==> src/rtl/fsg_pkg.sv <==
package fsg_pkg;
   localparam int POLL_BIT = 7;
   localparam int TOG_BIT  = 6;
   localparam int TOG2_BIT = 2;
   localparam int N_TOG    = 2;

   typedef enum logic [1:0] {
      RK_ARRAY = 2'd0,
      RK_PROG  = 2'd1,
      RK_ERASE = 2'd2,
      RK_SUSP  = 2'd3
   } rd_kind_e;
endpackage

==> src/rtl/fsg_classify.sv <==
module fsg_classify
   import fsg_pkg::*;
#(
   parameter int ADDR_W     = 21,
   parameter int SECT_SHIFT = 11,
   parameter int BANK_BASE  = 'h180000,
   localparam int SECT_W    = ADDR_W - SECT_SHIFT
) (
   input  logic              prog_busy,
   input  logic              erase_busy,
   input  logic              erase_susp,
   input  logic              op_bank,
   input  logic [SECT_W-1:0] susp_sector,
   input  logic [ADDR_W-1:0] rd_addr,
   output rd_kind_e          kind
);
   localparam logic [ADDR_W-1:0] BASE_V = ADDR_W'(BANK_BASE);

   logic addr_bank;
   logic in_bank;
   logic in_susp;

   assign addr_bank = (rd_addr >= BASE_V);
   assign in_bank   = (addr_bank == op_bank);
   assign in_susp   = erase_susp && (rd_addr[ADDR_W-1:SECT_SHIFT] == susp_sector);

   always_comb begin
      if (!in_bank)                      kind = RK_ARRAY;
      else if (in_susp)                  kind = RK_SUSP;
      else if (prog_busy)                kind = RK_PROG;
      else if (erase_busy && !erase_susp) kind = RK_ERASE;
      else                               kind = RK_ARRAY;
   end
endmodule

==> src/rtl/fsg_toggles.sv <==
module fsg_toggles
   import fsg_pkg::*;
(
   input  logic             clk,
   input  logic             rst_n,
   input  logic             rd_strobe,
   input  rd_kind_e         kind,
   output logic [N_TOG-1:0] tog_q
);
   logic [N_TOG-1:0] adv;

   // index 0 drives bit 6, index 1 drives bit 2
   assign adv[0] = rd_strobe && ((kind == RK_PROG) || (kind == RK_ERASE));
   assign adv[1] = rd_strobe && ((kind == RK_ERASE) || (kind == RK_SUSP));

   for (genvar i = 0; i < N_TOG; i++) begin : g_tog
      always_ff @(posedge clk or negedge rst_n) begin
         if (!rst_n)      tog_q[i] <= 1'b0;
         else if (adv[i]) tog_q[i] <= ~tog_q[i];
      end
   end
endmodule

==> src/rtl/fsg_compose.sv <==
module fsg_compose
   import fsg_pkg::*;
#(
   parameter int DATA_W = 16
) (
   input  rd_kind_e          kind,
   input  logic [DATA_W-1:0] array_data,
   input  logic              wr_data_b7,
   input  logic [N_TOG-1:0]  tog_q,
   output logic [DATA_W-1:0] word
);
   for (genvar b = 0; b < DATA_W; b++) begin : g_bit
      if (b == POLL_BIT) begin : g_poll
         always_comb begin
            case (kind)
               RK_PROG:  word[b] = ~wr_data_b7;
               RK_ERASE: word[b] = 1'b0;
               RK_SUSP:  word[b] = 1'b1;
               default:  word[b] = array_data[b];
            endcase
         end
      end else if (b == TOG_BIT) begin : g_tog
         always_comb begin
            case (kind)
               RK_PROG, RK_ERASE: word[b] = tog_q[0];
               RK_SUSP:           word[b] = 1'b1;
               default:           word[b] = array_data[b];
            endcase
         end
      end else if (b == TOG2_BIT) begin : g_tog2
         always_comb begin
            if (kind == RK_ARRAY) word[b] = array_data[b];
            else                  word[b] = tog_q[1];
         end
      end else begin : g_pass
         assign word[b] = array_data[b];
      end
   end
endmodule

==> src/rtl/flash_status_gen.sv <==
module flash_status_gen
   import fsg_pkg::*;
#(
   parameter int DATA_W     = 16,
   parameter int ADDR_W     = 21,
   parameter int SECT_SHIFT = 11,
   parameter int BANK_BASE  = 'h180000,
   localparam int SECT_W    = ADDR_W - SECT_SHIFT
) (
   input  logic              clk,
   input  logic              rst_n,
   input  logic              prog_busy,
   input  logic              erase_busy,
   input  logic              erase_susp,
   input  logic              op_bank,
   input  logic [SECT_W-1:0] susp_sector,
   input  logic              wr_data_b7,
   input  logic              rd_strobe,
   input  logic [ADDR_W-1:0] rd_addr,
   input  logic [DATA_W-1:0] array_data,
   output logic [DATA_W-1:0] rd_data,
   output logic              busy_n
);
   if (DATA_W < POLL_BIT + 1) begin : g_chk_w
      $error("DATA_W must hold the status bits");
   end
   if (SECT_SHIFT < 1 || SECT_SHIFT >= ADDR_W) begin : g_chk_s
      $error("SECT_SHIFT out of range");
   end
   if (BANK_BASE <= 0 || BANK_BASE >= (1 << ADDR_W)) begin : g_chk_b
      $error("BANK_BASE outside address space");
   end

   rd_kind_e          kind;
   logic [N_TOG-1:0]  tog_q;
   logic [DATA_W-1:0] word;

   fsg_classify #(
      .ADDR_W(ADDR_W), .SECT_SHIFT(SECT_SHIFT), .BANK_BASE(BANK_BASE)
   ) u_cls (
      .prog_busy(prog_busy), .erase_busy(erase_busy), .erase_susp(erase_susp),
      .op_bank(op_bank), .susp_sector(susp_sector), .rd_addr(rd_addr),
      .kind(kind)
   );

   fsg_toggles u_tog (
      .clk(clk), .rst_n(rst_n), .rd_strobe(rd_strobe), .kind(kind), .tog_q(tog_q)
   );

   fsg_compose #(.DATA_W(DATA_W)) u_cmp (
      .kind(kind), .array_data(array_data), .wr_data_b7(wr_data_b7),
      .tog_q(tog_q), .word(word)
   );

   always_ff @(posedge clk or negedge rst_n) begin
      if (!rst_n) begin
         rd_data <= '0;
         busy_n  <= 1'b1;
      end else begin
         if (rd_strobe) rd_data <= word;
         busy_n <= ~(prog_busy || (erase_busy && !erase_susp));
      end
   end
endmodule

==> config.mk <==
export PLATFORM = sky130hd
export DESIGN_NAME = flash_status_gen
export DESIGN_NICKNAME = d
export VERILOG_FILES = /design/src/rtl/fsg_pkg.sv /design/src/rtl/fsg_classify.sv /design/src/rtl/fsg_toggles.sv /design/src/rtl/fsg_compose.sv /design/src/rtl/flash_status_gen.sv
export SDC_FILE = /design/constraint.sdc
export NUM_CORES = 1
export LEC_CHECK = 0
export BUFFER_PORTS_ARGS = -buffer_cell sky130_fd_sc_hd__buf_2
export CORE_MARGIN = 2
export CORE_UTILIZATION = 39
export DETAILED_ROUTE_END_ITERATION = 8
export MAX_ROUTING_LAYER = met4
export PLACE_DENSITY = 0.78
export SLEW_MARGIN = 20
export SYNTH_ARGS = -nofsm -noshare
export SYNTH_HDL_FRONTEND = slang
export SYNTH_SLANG_ARGS = --single-unit
==> constraint.sdc <==
create_clock -name clk -period 1.35 [get_ports clk]
set_clock_uncertainty 0.15 [all_clocks]
set_input_delay 0.2025 -clock clk [delete_from_list [all_inputs] [get_ports clk]]
set_output_delay 0.2025 -clock clk [all_outputs]
set_load 0.01 [all_outputs]
==> flow_summary.ini <==
[sta]
fin_crit_ps = 1920
setup_ws_ps = -574
maxSlewViolCount = 0
rsz0062_at_grt = yes
tightest_slew_ps = 513
fin_setup_tns_ps = -2230
fmax_ghz = 0.520
hold_violations = 0
post-route-period-util_pct = 142
relSlewSlack_pct = 65.7
setup_viol = 5

[yosys]
synth_ff_type = dfrtp_1
synth_top_family_by_area = multiplexers
synthXorXnorAreaFrac_pct = 13.2
synthCells = 79
synth_simple_gate_area_share_pct = 7.99
async_reset_ff_share_pct = 100
synth-edff-count = 0
synth_compound_area_share_pct = 4.82
ys_seq_elements = 19
ys_seq_area_share_pct = 48.4
synth_cell_types = 22
ys_warn_count = 0
synth_fa_ha_area_share_pct = 5.08
avgSynthCellArea_um2 = 12.5
synth_area_um2 = 986
synth_fp_nets = 138
synthMuxAreaShare_pct = 18.1

[power_and_ir_drop]
p_leak_nw = 0.849
total_power_mw = 1.48
power.density_mw_per_mm2 = 842
vdd_ir_drop_max_uv = 950

[routing]
wire_per_inst_um = 15.3
wl_mm = 2.99
vias_per_cell = 4.77
postRouteAntennaNets = 0
drt_iter0_markers = 8
wl_met2_mm = 1.70
route.met3.wl_um = 97
top_layer_used = met4
drt-met1-wl_mm = 1.13
first_pass_iters = 4
drc_errors = 0
vias = 935

[floorplanning]
start_util_pct = 40.5
die_x_um = 54.3
die_y_um = 54.3
core_mm2 = 0.00243
dieArea_mm2 = 0.00295
num_rows = 18
pin_count = 72

[worst_setup_path]
rr_endpoint = rd_data[6]
cp_data_arrival_time_ps = 1950
worstSetupEndpointType = register
start_kind = input port
crit_path_start = susp_sector[7]
crit_fanout = 2
rr_startpoint = u_tog.tog_q[0]
critPathRequiredTime_ps = 1380
reg2reg_depth = 3
crit_type = in -> reg
r2r_setup_slack_ps = 170

[hold_path]
holdPathEnd = rd_data[2]
whs_path_depth = 3
min_from = array_data[2]
worstHoldPathType = in -> reg

[clock_tree]
htreeDepth = 1
cts_buffers = 3
clk_pin_slew_ps = 100
cts_root_buffer = clkbuf_4
cts_tree = done
insertion_delay_ps = 290
cts_buffer_depth = 2
clock_sinks = 19

[layout]
final_nets = 226
syn_to_final_growth_pct = 78.6
fin_area_mm2 = 0.00176
drive_gt1_share_pct = 64.5
antenna_cells = 0

[grt]
grt-ovfl-total = 0
grt_max_degree = 20
grt_antenna_before_repair = 0
grt_pass1_wl_mm = 4.17
grt_usage_pct = 20.3
grt_pass1_vias = 979

[placed_design]
placed_cell_area_mm2 = 0.00136
post-dp-hpwl_mm = 1.68
place_congestion = 0.793
port_buffers = 60

[run]
drv_cap = 0

[run_status]
violations = setup timing
outcome = finished, violations left
==> where the power goes <==
part | switching, mW | internal, mW | total, mW
logic | 0.207 | 0.283 | 0.490
clock network | 0.166 | 0.115 | 0.280
registers | 0.0546 | 0.657 | 0.712
total | 0.427 | 1.05 | 1.48
==> cells in the final DEF, fill, tap and decap left out, drive strengths merged, types with 2 or more instances in the layout <==
cell type and n:
xnor2 13, clkbuf 4, nand2 4, o21ai 3
mux2 15, inv 3, buf 68, nand4 2
dlygate4sd3 17, nor2 2, ha 4, a21oi 5
dfrtp 18
==> cells by family after synthesis <==
family / Yosys count
buffers and inverters: 5
AO/OA/AOI/OAI: 9
adder cells (fa/ha/maj): 4
AND/OR/NAND/NOR: 12
flip-flops: 19
multiplexers: 16
XOR/XNOR: 14
==> through the flow <==
stage	setup slack (ps)	cells	hold slack (ps)	util, %
3_5_place_dp	-811	171	7.99	55.8
5_1_grt	-610	196	68.1	72.4
4_1_cts	-446	194	44.5	68.3
3_3_place_gp	-703	171	0.619	55.8
6_report	-574	196	47.5	72.4
2_1_floorplan	-527	79	-243	-
==> registers in the layout (all words and copies together), names as in the netlist <==
name / count
rd_data: 16
u_tog.tog_q: 2
busy_n: 1
==> area by class of cell <==
type | instances | area (um2)
clock buffers | 4 | 26.3
well taps | 30 | 37.5
inverters | 3 | 11.3
multi-input cells | 55 | 617
fillers | 168 | 672
repair buffers | 85 | 592
flip-flops and latches | 19 | 477
==> cell usage after synthesis, types with 2 or more instances <==
library cell / count / share of area, %
nor2_1: 2 / 0.76
nand4_1: 2 / 1.3
mux2_2: 15 / 17
a21oi_1: 5 / 2.5
inv_1: 3 / 1.1
nand2_1: 3 / 1.1
o21ai_0: 3 / 1.5
ha_1: 4 / 5.1
dfrtp_1: 18 / 46
xnor2_1: 12 / 11
==> timing repair <==
action | CTS | global route
resized for setup | 17 | 18
endpoints found under the setup margin | 5 | 5
buffers inserted | 2 | 2
pin swaps | 18 | 8
endpoints found under the hold margin | 32 | 0
hold buffers | 17 | 0
==> per-layer routing <==
layer  up-vias  GRT usage (%)
li1        442              -
met1       456           20.2
met2        31           39.0
met3         6           4.37
met4         0           6.25
met5         -              -
==> worst max-delay path, stage by stage <==
cell and delay, ps:
buf_2 120, xnor2_2 150, nand4_1 150, nor4_4 330
buf_4 190, nor2_4 50, ha_4 270, inv_2 40
a21oi_2 130, o21ai_1 80, mux2_4 260
==> worst max path at each step <==
stage | end | slack, ps | depth (start not counted)
after detailed placement | rd_data[6] | -810 | 10
after CTS | rd_data[6] | -450 | 10
after floorplan | rd_data[6] | -530 | 9
after global placement | rd_data[6] | -700 | 10
after global routing | rd_data[6] | -610 | 11
final | rd_data[6] | -570 | 11
Note: power is estimated with default switching activity, not from simulation.
